File: config.mk
export PLATFORM = sky130hd
export DESIGN_NAME = seg_xlate_walker
export DESIGN_NICKNAME = d
export VERILOG_FILES = /design/src/rtl/seg_xlate_pkg.sv /design/src/rtl/seg_desc_unpack.sv /design/src/rtl/seg_limit_chk.sv /design/src/rtl/seg_priv_chk.sv /design/src/rtl/seg_xlate_walker.sv
export SDC_FILE = /design/constraint.sdc
export NUM_CORES = 1
export LEC_CHECK = 0
export BUFFER_PORTS_ARGS = -buffer_cell sky130_fd_sc_hd__buf_2
export CORE_ASPECT_RATIO = 1.4
export CORE_UTILIZATION = 57
export CTS_CLUSTER_DIAMETER = 40
export DETAILED_ROUTE_END_ITERATION = 6
export GPL_TIMING_DRIVEN = 0
export PLACE_DENSITY = 0.89
export SLEW_MARGIN = 20
export SYNTH_ARGS = -nofsm -noshare
export SYNTH_HDL_FRONTEND = slang
export SYNTH_HIERARCHICAL = 1
export SYNTH_SLANG_ARGS = --single-unit
File: constraint.sdc
create_clock -name clk -period 4.01 [get_ports clk]
set_input_delay 0.401 -clock clk [delete_from_list [all_inputs] [get_ports clk]]
set_output_delay 0.401 -clock clk [all_outputs]
set_load 0.05 [all_outputs]
File: src/rtl/seg_xlate_pkg.sv
package seg_xlate_pkg;

   localparam int BASE_W   = 32;
   localparam int DLIM_W   = 20;
   localparam int DESC_SH  = 3;

   typedef enum logic [1:0] {
      FC_NONE = 2'd0,
      FC_GTAB = 2'd1,
      FC_LTAB = 2'd2,
      FC_PRIV = 2'd3
   } fcode_e;

   typedef enum logic [2:0] {
      ST_IDLE,
      ST_RD_LO,
      ST_RD_HI,
      ST_EVAL,
      ST_RESP
   } walk_st_e;

   typedef struct packed {
      logic [BASE_W-1:0] base;
      logic [DLIM_W-1:0] limit;
      logic [1:0]        dpl;
   } desc_t;

endpackage

File: src/rtl/seg_desc_unpack.sv
module seg_desc_unpack
   import seg_xlate_pkg::*;
#(
   parameter int DATA_W = 32
) (
   input  logic [DATA_W-1:0] word_lo,
   input  logic [DATA_W-1:0] word_hi,
   output desc_t             dsc
);
   logic unused_attr;

   always_comb begin
      dsc.base  = {word_hi[31:24], word_hi[7:0], word_lo[31:16]};
      dsc.limit = {word_hi[19:16], word_lo[15:0]};
      dsc.dpl   = word_hi[14:13];
   end

   assign unused_attr = ^{word_hi[23:20], word_hi[15], word_hi[12:8]};
endmodule

File: src/rtl/seg_limit_chk.sv
module seg_limit_chk #(
   parameter int IDX_W = 13,
   parameter int LIM_W = 16
) (
   input  logic [IDX_W-1:0] idx,
   input  logic [LIM_W-1:0] limit,
   output logic             over
);
   localparam int END_W = IDX_W + 3;
   localparam int CMP_W = (END_W > LIM_W) ? END_W : LIM_W;

   logic [CMP_W-1:0] last_byte;
   logic [CMP_W-1:0] lim_ext;

   assign last_byte = CMP_W'({idx, 3'b111});
   assign lim_ext   = CMP_W'(limit);
   assign over      = last_byte > lim_ext;
endmodule

File: src/rtl/seg_priv_chk.sv
module seg_priv_chk #(
   parameter bit PRIV_CHECK = 1'b1
) (
   input  logic [1:0] cpl,
   input  logic [1:0] rpl,
   input  logic [1:0] dpl,
   output logic       deny
);
   generate
      if (PRIV_CHECK) begin : g_on
         logic [1:0] eff;
         assign eff  = (cpl > rpl) ? cpl : rpl;
         assign deny = eff > dpl;
      end else begin : g_off
         logic unused_lvls;
         assign unused_lvls = ^{cpl, rpl, dpl};
         assign deny        = 1'b0;
      end
   endgenerate
endmodule

File: src/rtl/seg_xlate_walker.sv
module seg_xlate_walker
   import seg_xlate_pkg::*;
#(
   parameter int SEL_W      = 16,
   parameter int OFF_W      = 32,
   parameter int LIN_W      = 32,
   parameter int GLIM_W     = 16,
   parameter int LLIM_W     = 20,
   parameter int DATA_W     = 32,
   parameter bit PRIV_CHECK = 1'b1
) (
   input  logic              clk,
   input  logic              rst_n,
   input  logic              req_valid,
   output logic              req_ready,
   input  logic [SEL_W-1:0]  req_sel,
   input  logic [OFF_W-1:0]  req_off,
   input  logic [1:0]        req_cpl,
   input  logic [BASE_W-1:0] gtab_base,
   input  logic [GLIM_W-1:0] gtab_limit,
   input  logic [SEL_W-1:0]  ltab_sel,
   output logic              mem_rd_en,
   output logic [BASE_W-1:0] mem_rd_addr,
   input  logic [DATA_W-1:0] mem_rd_data,
   output logic              rsp_valid,
   output logic [LIN_W-1:0]  rsp_lin,
   output logic              rsp_fault,
   output logic [1:0]        rsp_fcode
);
   localparam int IDX_W = SEL_W - 3;

   if (DATA_W != 32) begin : g_bad_data
      $error("seg_xlate_walker: descriptor layout needs DATA_W == 32");
   end
   if (SEL_W < 4) begin : g_bad_sel
      $error("seg_xlate_walker: SEL_W must leave room for an index");
   end
   if (LIN_W < BASE_W || OFF_W > LIN_W) begin : g_bad_lin
      $error("seg_xlate_walker: LIN_W must cover the base and the offset");
   end
   if (LLIM_W < 1 || LLIM_W > DLIM_W) begin : g_bad_llim
      $error("seg_xlate_walker: LLIM_W out of range");
   end

   walk_st_e          st;
   logic [IDX_W-1:0]  idx_q;
   logic [1:0]        rpl_q;
   logic [1:0]        cpl_q;
   logic [OFF_W-1:0]  off_q;
   logic              lvl_q;
   logic [BASE_W-1:0] addr_q;
   logic [DATA_W-1:0] lo_q;

   // selector fields of the incoming request
   logic [IDX_W-1:0]  req_idx;
   logic              req_ti;
   logic [IDX_W-1:0]  ltab_idx;
   logic [IDX_W-1:0]  g_idx;
   logic              unused_lsel;

   assign req_idx     = req_sel[SEL_W-1:3];
   assign req_ti      = req_sel[2];
   assign ltab_idx    = ltab_sel[SEL_W-1:3];
   assign g_idx       = req_ti ? ltab_idx : req_idx;
   assign unused_lsel = ^ltab_sel[2:0];

   logic  g_over;
   logic  l_over;
   logic  deny;
   desc_t dsc;

   seg_limit_chk #(.IDX_W(IDX_W), .LIM_W(GLIM_W)) u_glim (
      .idx   (g_idx),
      .limit (gtab_limit),
      .over  (g_over)
   );

   seg_desc_unpack #(.DATA_W(DATA_W)) u_unpack (
      .word_lo (lo_q),
      .word_hi (mem_rd_data),
      .dsc     (dsc)
   );

   seg_limit_chk #(.IDX_W(IDX_W), .LIM_W(LLIM_W)) u_llim (
      .idx   (idx_q),
      .limit (dsc.limit[LLIM_W-1:0]),
      .over  (l_over)
   );

   seg_priv_chk #(.PRIV_CHECK(PRIV_CHECK)) u_priv (
      .cpl  (cpl_q),
      .rpl  (rpl_q),
      .dpl  (dsc.dpl),
      .deny (deny)
   );

   logic [LIN_W-1:0] lin_sum;
   assign lin_sum = LIN_W'(dsc.base) + LIN_W'(off_q);

   always_ff @(posedge clk) begin
      if (!rst_n) begin
         st        <= ST_IDLE;
         idx_q     <= '0;
         rpl_q     <= '0;
         cpl_q     <= '0;
         off_q     <= '0;
         lvl_q     <= 1'b0;
         addr_q    <= '0;
         lo_q      <= '0;
         rsp_lin   <= '0;
         rsp_fault <= 1'b0;
         rsp_fcode <= FC_NONE;
      end else begin
         unique case (st)
            ST_IDLE: begin
               if (req_valid) begin
                  idx_q  <= req_idx;
                  rpl_q  <= req_sel[1:0];
                  cpl_q  <= req_cpl;
                  off_q  <= req_off;
                  lvl_q  <= req_ti;
                  addr_q <= gtab_base + BASE_W'({g_idx, 3'b000});
                  if (g_over) begin
                     rsp_fault <= 1'b1;
                     rsp_fcode <= FC_GTAB;
                     rsp_lin   <= '0;
                     st        <= ST_RESP;
                  end else begin
                     st <= ST_RD_LO;
                  end
               end
            end
            ST_RD_LO: st <= ST_RD_HI;
            ST_RD_HI: begin
               lo_q <= mem_rd_data;
               st   <= ST_EVAL;
            end
            ST_EVAL: begin
               if (lvl_q) begin
                  lvl_q  <= 1'b0;
                  addr_q <= dsc.base + BASE_W'({idx_q, 3'b000});
                  if (l_over) begin
                     rsp_fault <= 1'b1;
                     rsp_fcode <= FC_LTAB;
                     rsp_lin   <= '0;
                     st        <= ST_RESP;
                  end else begin
                     st <= ST_RD_LO;
                  end
               end else begin
                  rsp_fault <= deny;
                  rsp_fcode <= deny ? FC_PRIV : FC_NONE;
                  rsp_lin   <= deny ? '0 : lin_sum;
                  st        <= ST_RESP;
               end
            end
            ST_RESP: st <= ST_IDLE;
            default: st <= ST_IDLE;
         endcase
      end
   end

   assign req_ready   = (st == ST_IDLE);
   assign rsp_valid   = (st == ST_RESP);
   assign mem_rd_en   = (st == ST_RD_LO) || (st == ST_RD_HI);
   assign mem_rd_addr = (st == ST_RD_HI) ? addr_q + BASE_W'(4) : addr_q;
endmodule

Word-level counts from Yosys, hierarchy flattened
Cells that the tools add are included.
Word-level totals
  flip-flop bits (word level): 152
  bits of input ports: 149
  output and inout port bits: 70
  logic and storage cells: 64
Cells by class
  add/subtract/negate cells: 4
  $lt $le $gt $ge: 4
  eq/ne operators: 8
  multiplexer cells: 30
  reductions and logical operators: 7
Operators by type and width (count)
  two-way mux 32 bit: 8
  one-hot mux 32 bit (2 select lines): 2
  adder 32 x 16 -> 32 bit: 2
  adder 32 x 3 -> 32 bit, second input constant: 1
  adder 32 bit: 1
  > comparator 16 x 20 -> 1 bit: 1
  > comparator 16 bit: 1
  two-way mux 13 bit: 1
  two-way mux 2 bit: 6
  two-way mux 3 bit: 4
  one-hot mux 3 bit (4 select lines): 1
  equality test 3 x 2 -> 1 bit, second input constant: 2
  two-way mux 1 bit: 5
  > comparator 2 bit: 2
  inequality test 2 bit, second input constant: 2
  one-hot mux 1 bit (2 select lines): 2
  one-hot mux 2 bit (2 select lines): 1
  AND reduction 2 bit: 2
  AND reduction 4 bit: 1
  equality test 3 x 1 -> 1 bit, second input constant: 1
  equality test 3 bit, second input constant: 1
  logical NOT 3 bit: 1
  inequality test 3 bit, second input constant: 1
  AND reduction 3 bit: 1
  3 further kinds: 3

Longest topological paths before layout
Gate-level depths: netlist of the first run.
  word-level depth: 6
  mapped depth: 15
  depth with buffers taken out: 14

Cells and area by module
The synthesis of the first run kept the hierarchy.
By module, submodules not included
  seg_xlate_walker: times used 1, cells each 1217, area an instance 9696.8 um^2, seq. area each 3042.9 um^2
  seg_desc_unpack: times used 1, cells each 54, area an instance 405.4 um^2, seq. area each 0.0 um^2
  seg_limit_chk at u_glim: times used 1, cells each 47, area an instance 335.3 um^2, seq. area each 0.0 um^2
  seg_limit_chk at u_llim: times used 1, cells each 48, area an instance 334.1 um^2, seq. area each 0.0 um^2
  seg_priv_chk: times used 1, cells each 17, area an instance 118.9 um^2, seq. area each 0.0 um^2

Worst setup path before layout of the first run
No wires, ideal clock.
  path kind: input port to flip-flop
  start point: in req_sel[2]
  end point: reg addr_q[31]
  setup time: 122 ps
  arrival time: 3177 ps
  required time: 3888 ps
  slack: 711 ps
  stages on the path: 12
  buffers on the path: 1
  cells stage by stage: clkbuf_1 -> mux2_2 -> ha_1 -> fa_1 -> a211oi_2 -> o211ai_1 -> a31oi_1 -> o211ai_1 -> and2_1 -> nand4_1 -> xnor2_1 -> a221o_1
On the way
  cells in the longest elaborated chain, start to end: 4
Ends and longest elaborated chain
  start, declared: line seg_xlate_walker.sv:16  | input logic [SEL_W-1:0] req_sel,
  two-way mux 13 bit: line seg_xlate_walker.sv:64  | assign g_idx = req_ti ? ltab_idx : req_idx;
  via g_idx[0]: line seg_xlate_walker.sv:58  | logic [IDX_W-1:0] g_idx;
  adder 32 x 16 -> 32 bit: line seg_xlate_walker.sv:122  | addr_q <= gtab_base + BASE_W'({g_idx, 3'b000});
  two-way mux 32 bit: line seg_xlate_walker.sv:116  | if (req_valid) begin
  one-hot mux 32 bit (2 select lines): line seg_xlate_walker.sv:114  | unique case (st)
  end signal, assigned: line seg_xlate_walker.sv:122
  end signal, assigned: line seg_xlate_walker.sv:141  | addr_q <= dsc.base + BASE_W'({idx_q, 3'b000});
  end, declared: line seg_xlate_walker.sv:51  | logic [BASE_W-1:0] addr_q;
The timed path passes the listed nets, and every way through them passes these cells. The select of a mux whose other input is x is not followed.
A chain may end at the register's enable or synchronous reset.

Worst setup path after layout of the first run
Same ends and word-level chain as after synthesis.

==> key figures, run 1 <==
Global route
  – First-pass GRT wire length: 51450 µm
  – Pin count of the biggest net entering global routing: 17
  – Overall Global Routing Usage: between 30 and 40%
  – Vias in the first global route: about 11000
  – GRT overflow: 0
  – Initial antenna violation count: 1

Power and ir drop
  – Sw Pwr: around 2.3 mW
  – Clock share of power: 28.5%
  – Total power: slightly below 6 mW
  – Cell Pwr Density: 454.8 nW/µm²
  – Int Pwr: approximately 3.5 mW
  – Seq pwr share: about a third
  – Leak: 5.745 nW
  – Combinational Power Share: between 30% and 40%
  – Sw frac: 40.03%
  – VDD IR max: about 0.35 mV

CTS
  – Clock Tree Root: clkbuf_16
  – Clk buf depth: 2
  – CTS sink cnt: ~150
  – CTS Buf Count: 17
  – CTS tree: built
  – Clk_lat worst skew: roughly 0.43 ns
  – Post-CTS Setup Bufs: 0
  – Clk slew on worst S/H paths: roughly 0.060 ns
  – Number of hold buffers added after CTS: 0
  – # resized after CTS: 0
  – Htree depth: 4

Placement
  – Post-detail-place hpwl: around 27000 µm
  – Gp weighted congestion: approximately 0.93
  – I/O Buffers: roughly 220
  – DP Area: roughly 12000 µm²

Critical path
  – Max Fanout on Critical Path: 14
  – Critical Path End Type: register
  – CP startpoint kind: primary input
  – Data required, critical path: ~4.3 ns
  – Crit path kind: in2reg
  – Signal arrival time at the worst endpoint: between 3 and 4 ns

Routing
  – Starting DRT DRC Count: between 600 and 700
  – Routed Antenna Nets: 0
  – Vias: 10970
  – DR pass1 iterations: 6
  – Drt via density: just under 6
  – Final wirelength: 33640 µm
  – DRC Markers: 0
  – Wirelength per Cell: roughly 18 µm

Yosys
  – Top post-synthesis cells by area: dfxtp_1 (28%), ha_1 (10%), nand2_1 (9.3%)
  – Top cells by count, synth: nand2_1 (271), dfxtp_1 (152), ha_1 (89)
  – Cells after Synth: 1383
  – Ys async rst share: 0%
  – Sequential element share of the synthesized area: between 20% and 30%
  – Post-Syn Nets: 1624
  – Area leader, netlist: dfxtp_1
  – Synth top area share: 27.94%
  – Number of enable flip-flop cells after synthesis: 0
  – Register bit total from synthesis: approximately 150
  – Avg Cell Area, Syn: slightly below 8 µm²
  – Synth Warn #: 6
  – Count leader, synth: nand2_1
  – Synth Cell Area: about 11000 µm²
  – Library cells used by synthesis: 82
  – Main flop type after synthesis: dfxtp_1

Timing
  – Final hold slack: roughly 0.22 ns
  – Fmax achieved: 286.1 MHz
  – Slew HR: between 30% and 40%
  – Worst Skew: 0.008326 ns
  – Worst-margin pin slew: 1.016 ns
  – Final worst path period share: between 80% and 90%
  – Final hold violations: 0
  – RSZ-0062 raised after global routing: no
  – Setup TNS: 0 ns
  – Final Max Tran Viols: 0
  – Min Tclk post-route: between 3 and 4 ns
  – Setup-failing EPs final: 0

Finish
  – Number of fill cells: 1512
  – Final net count: roughly 1900
  – Area Growth Syn to Fin: 18.22%
  – Post-Layout Inst Area: between 10000 and 15000 µm²
  – Multi-input logic area: 7032 µm²
  – Fraction of layout cells with a size suffix above 1: roughly 22%
  – Final Core Density: slightly below 70%
  – FF/Latch Area: 3043 µm²

Floorplanning
  – Die Span Y: 165.6 µm
  – Num rows: slightly below 60
  – Die area: 19670 µm²
  – Die Width: roughly 120 µm
  – Boundary Pins: ~220
  – Starting Density: around 58%
  – Core area: 18680 µm²

Flow run
  – Max-cap violations: 0

Min path
  – Min-Delay Path Class: in2reg

Run status
  – Status: finished clean
critical path: stages:
cell	delay, ns
buf_2	0.33
mux2_2	0.42
ha_1	0.23
fa_1	0.45
a211oi_2	0.30
o211ai_1	0.17
a31oi_1	0.38
o211ai_1	0.32
and2_1	0.29
nand4_1	0.10
xnor2_1	0.10
a221o_1	0.32
flip-flops by register name, summed over array words and instances (netlist names):
| register | cells |
|---|---|
| addr_q | 32 |
| cpl_q | 2 |
| idx_q | 13 |
| lo_q | 32 |
| lvl_q | 1 |
| off_q | 32 |
| rpl_q | 2 |
| rsp_fault | 1 |
| rsp_fcode | 2 |
| rsp_lin | 32 |
| st | 3 |
logic make-up (layout without fill, tap and decap cells):
kind of cell	after synthesis	count (layout)	synth area share, %
fa+ha+maj	92	92	10.78
simple gates	508	508	21.51
xor+xnor	97	97	7.801
other cells	0	1	0
flops	152	152	27.94
buf+inv	158	404	7.548
mux	16	16	1.631
compound gates	360	360	22.79
power by group through the flow:
stage | combinational (mW) | clock [mW] | sequential (mW)
floorplan | 1.61 | 0 | 1.90
global placement | 2.19 | 0 | 1.91
detailed placement | 2.24 | 0 | 1.92
CTS | 2.25 | 1.67 | 1.89
global route | 2.48 | 1.72 | 1.91
finish | 2.29 | 1.67 | 1.90
cells in the final DEF (no fill, tap or decap), drive strengths merged, types with 4 or more instances in the layout:
master / instances
nor2b: 15
nor3: 17
nor4: 5
a21oi: 82
a21o: 16
buf: 276
o221ai: 14
and3: 18
nor2: 65
xnor2: 72
o21bai: 7
dfxtp: 152
a22oi: 11
o211ai: 10
a21boi: 87
o21a: 10
xor2: 25
nand3: 38
nand4: 23
and2: 13
or2: 7
or3: 5
a31oi: 11
o211a: 8
ha: 89
o21ai: 58
mux2: 14
inv: 50
o22ai: 4
nand2b: 14
nor3b: 4
clkbuf: 70
nand2: 273
a211oi: 12
final timing paths:
path                                from                 endpoint  slack (ns)  depth (start not counted)
hold / removal           mem_rd_data[10]    lo_q[10]$_SDFFE_PN0P_        0.22                          3
hold reg to reg   rsp_fault$_SDFFE_PN0P_   rsp_fault$_SDFFE_PN0P_        0.45                          2
setup / recovery              req_sel[2]  addr_q[31]$_SDFFE_PN0P_        0.51                         12
setup reg to reg    lo_q[7]$_SDFFE_PN0P_  rsp_lin[6]$_SDFFE_PN0P_        0.78                         13
per-stage QoR:
| stage | std cells | worst slack [ns] |
|---|---|---|
| 5_1_grt | 1874 | 0.3404 |
| 3_5_place_dp | 1842 | -0.4374 |
| 3_3_place_gp | 1842 | -0.3203 |
| 6_report | 1874 | 0.5150 |
| 2_1_floorplan | 1383 | 0.7109 |
| 4_1_cts | 1874 | 0.006116 |
final cells by class:
type / instances / share of cell area (%)
Sequential cell: 152 / 23.63
Multi-Input combinational cell: 1073 / 54.62
Clock inverter: 10 / 1.118
Timing Repair Buffer: 215 / 8.358
Tap cell: 244 / 2.371
Clock buffer: 22 / 3.528
Antenna cell: 1 / 0.01944
Buffer: 109 / 4.956
Inverter: 48 / 1.399
routing by layer:
metal / wire length (µm) / global-route usage [%] / share of wire [%] / vias up
li1: - / - / - / 5290
met1: 12560 / 35.81 / 37 / 5103
met2: 16990 / 61.75 / 50 / 437
met3: 1821 / 5.185 / 5.4 / 137
met4: 2271 / 23.99 / 6.8 / 0
met5: 0 / 0 / 0 / -
Note: power is estimated with default switching activity, not from simulation.
==> inputs of run 2 (changes only) <==
Settings changed: CORE_ASPECT_RATIO 1.4 to 1.1.
==> key figures, run 2 (synthesis results as in run 1) <==
Finish
  – Post-Layout Inst Area: 12920 µm² (was 12870 µm²)
  – Area Growth Syn to Fin: 18.60% (was 18.22%)
  – Most frequent cells in the layout: nand2_1 (271), buf_2 (217), dfxtp_1 (152) (unchanged)
  – Commonest non-fill, non-tap cell in the layout: nand2_1 (unchanged)
  – Final net count: 1858 (was 1857)
  – Fraction of layout cells with a size suffix above 1: 21.67% (was 21.55%)

Global route
  – Initial antenna violation count: 1 (unchanged)
  – First-pass GRT wire length: 51500 µm (was 51450 µm)
  – Pin count of the biggest net entering global routing: 17 (unchanged)
  – GRT overflow: 0 (unchanged)
  – Overall Global Routing Usage: 33.54% (was 33.89%)
  – Vias in the first global route: 10460 (was 10540)

Floorplanning
  – Core area: 18540 µm² (was 18680 µm²)
  – Num rows: 52 (was 59)
  – Die Span Y: 147.0 µm (was 165.6 µm)
  – Die area: 19660 µm² (was 19670 µm²)
  – Die Width: 133.8 µm (was 118.8 µm)
  – Boundary Pins: 219 (unchanged)
  – Starting Density: 58.73% (was 58.31%)

Critical path
  – Signal arrival time at the worst endpoint: 4.13 ns (was 3.82 ns)
  – CP startpoint kind: primary input (unchanged)
  – FF-to-FF End: rsp_lin[14]$_SDFFE_PN0P_ (was rsp_lin[6]$_SDFFE_PN0P_)
  – Worst r2r src: lo_q[5]$_SDFFE_PN0P_ (was lo_q[7]$_SDFFE_PN0P_)
  – CP peak stage delay: 0.54 ns (was 0.45 ns)
  – Top delay family on crit path: compound AO/OA/AOI/OAI gates (unchanged)
  – Critical Path End Type: register (unchanged)
  – Worst path cell trace: buf_2 > clkbuf_1 > mux2_2 > ha_1 > fa_1 > a211oi_2 > o211ai_1 > a31oi_1 > o211ai_1 > and2_1 > nand4_1 > xnor2_1 > a221o_1 (was buf_2 > mux2_2 > ha_1 > fa_1 > a211oi_2 > o211ai_1 > a31oi_1 > o211ai_1 > and2_1 > nand4_1 > xnor2_1 > a221o_1)
  – FF-to-FF path depth: 14 (was 13)
  – Crit-path slowest cell: clkbuf_1 (was fa_1)
  – Most used cell, CP: o211ai_1 (unchanged)
  – Bufs and invs on worst path: 2 (was 1)
  – Max Fanout on Critical Path: 10 (was 14)
  – Crit path kind: in2reg (unchanged)
  – Setup slack, reg-to-reg: 0.74 ns (was 0.78 ns)
  – Data required, critical path: 4.33 ns (was 4.34 ns)

Placement
  – DP Area: 12270 µm² (about the same)
  – Post-Place Worst Slack: -0.3332 ns (was -0.4374 ns)
  – Gp weighted congestion: 0.9724 (was 0.9319)
  – Post-detail-place hpwl: 26430 µm (was 27030 µm)
  – I/O Buffers: 215 (unchanged)

Flow run
  – Max-cap violations: 0 (unchanged)

Routing
  – Routed Antenna Nets: 0 (unchanged)
  – DRC Markers: 0 (unchanged)
  – Drt via density: 5.923 (was 5.852)
  – Wirelength per Cell: 17.87 µm (was 17.95 µm)
  – Starting DRT DRC Count: 892 (was 695)
  – DR pass1 iterations: 5 (was 6)
  – Final wirelength: 33480 µm (was 33640 µm)
  – Vias: 11090 (was 10970)

Timing
  – Final Max Tran Viols: 0 (unchanged)
  – Final hold violations: 0 (unchanged)
  – RSZ-0062 raised after global routing: no (unchanged)
  – Worst Skew: 0.01081 ns (was 0.008326 ns)
  – Post-route setup slack: 0.1955 ns (was 0.5150 ns)
  – Setup-failing EPs final: 0 (unchanged)
  – Fmax achieved: 262.2 MHz (was 286.1 MHz)
  – Min Tclk post-route: 3.814 ns (was 3.495 ns)
  – Worst-margin pin slew: 1.034 ns (was 1.016 ns)
  – Final worst path period share: 95.12% (was 87.16%)
  – Slew HR: 30.83% (was 32.05%)

CTS
  – Clock Tree Root: clkbuf_16 (unchanged)
  – CTS Buf Count: 17 (unchanged)
  – # resized after CTS: 0 (unchanged)
  – Clk_lat worst skew: 0.44 ns (was 0.43 ns)
  – Htree depth: 4 (unchanged)
  – CTS sink cnt: 152 (unchanged)
  – Clk buf depth: 2 (unchanged)
  – Number of hold buffers added after CTS: 0 (unchanged)
  – CTS tree: built (unchanged)
  – Clk slew on worst S/H paths: 0.06 ns (about the same)
  – Post-CTS Setup Bufs: 0 (unchanged)

Power and ir drop
  – VDD IR max: 0.3751 mV (was 0.3534 mV)
  – Leak: 5.771 nW (was 5.745 nW)
  – Cell Pwr Density: 459.9 nW/µm² (was 454.8 nW/µm²)

Min path
  – Hold path depth: 3 (unchanged)
  – Hold_sp: req_off[9] (was mem_rd_data[10])
  – Min-Delay Path Class: in2reg (unchanged)
  – Min-Delay Endpoint: off_q[9]$_SDFFE_PN0P_ (was lo_q[10]$_SDFFE_PN0P_)

Run status
  – Status: finished clean (unchanged)
[run 2: final cells by class]
type	instances	area, µm²
multi-input cells	1073	7032
diodes	1	2.502
repair buffers	215	1076
flip-flops and latches	152	3043
plain buffers	110	641.9
clock buffers	21	470.5
well taps	243	304.0
clock inverters	10	166.4
inverters	48	180.2
fillers	1516	5627
[run 2: worst max path at each step]
stage                     from  cells after the start                  endpoint  slack (ns)
global route        req_sel[2]                     13   addr_q[31]$_SDFFE_PN0P_        0.12
floorplan           req_sel[2]                     12   addr_q[31]$_SDFFE_PN0P_        0.71
detailed placement  req_sel[2]                     15   rsp_lin[8]$_SDFFE_PN0P_       -0.33
finish              req_sel[2]                     13   addr_q[31]$_SDFFE_PN0P_        0.20
global placement    req_sel[2]                     14  rsp_lin[11]$_SDFFE_PN0P_       -0.26
CTS                 req_sel[2]                     15   rsp_lin[8]$_SDFFE_PN0P_        0.12
[run 2: metrics by stage]
stage	setup TNS [ns]	hold slack [ns]	util, %	cells	power, mW
floorplan	0	0.4435	-	1383	3.507
global placement	-4.398	0.4300	66.17	1841	4.092
detailed placement	-6.655	0.4376	66.17	1841	4.155
CTS	0	0.2053	69.61	1872	5.895
global route	0	0.2220	69.66	1873	6.197
finish	0	0.2113	69.66	1873	5.941
[run 2: worst min-delay path, stage by stage]
cell and delay [ns]:
buf_2 0.09, nand2_1 0.04, a21boi_0 0.06
[run 2: routing by layer]
metal  GRT usage (%)  vias up  share of wire (%)  wire length, µm
li1                -     5277                  -                -
met1           39.97     5166                 40            13450
met2           56.53      527                 48            15920
met3           5.210      123                6.6             2208
met4           20.45        0                5.7             1899
met5               0        -                  0                0
[run 2: where the power goes]
part	total, mW	switching (mW)	leakage (nW)	internal (mW)
combinational	2.29	1.50	4.22	0.799
sequential	1.90	0.185	1.24	1.71
clock	1.75	0.657	0.306	1.09
total	5.94	2.34	5.77	3.60
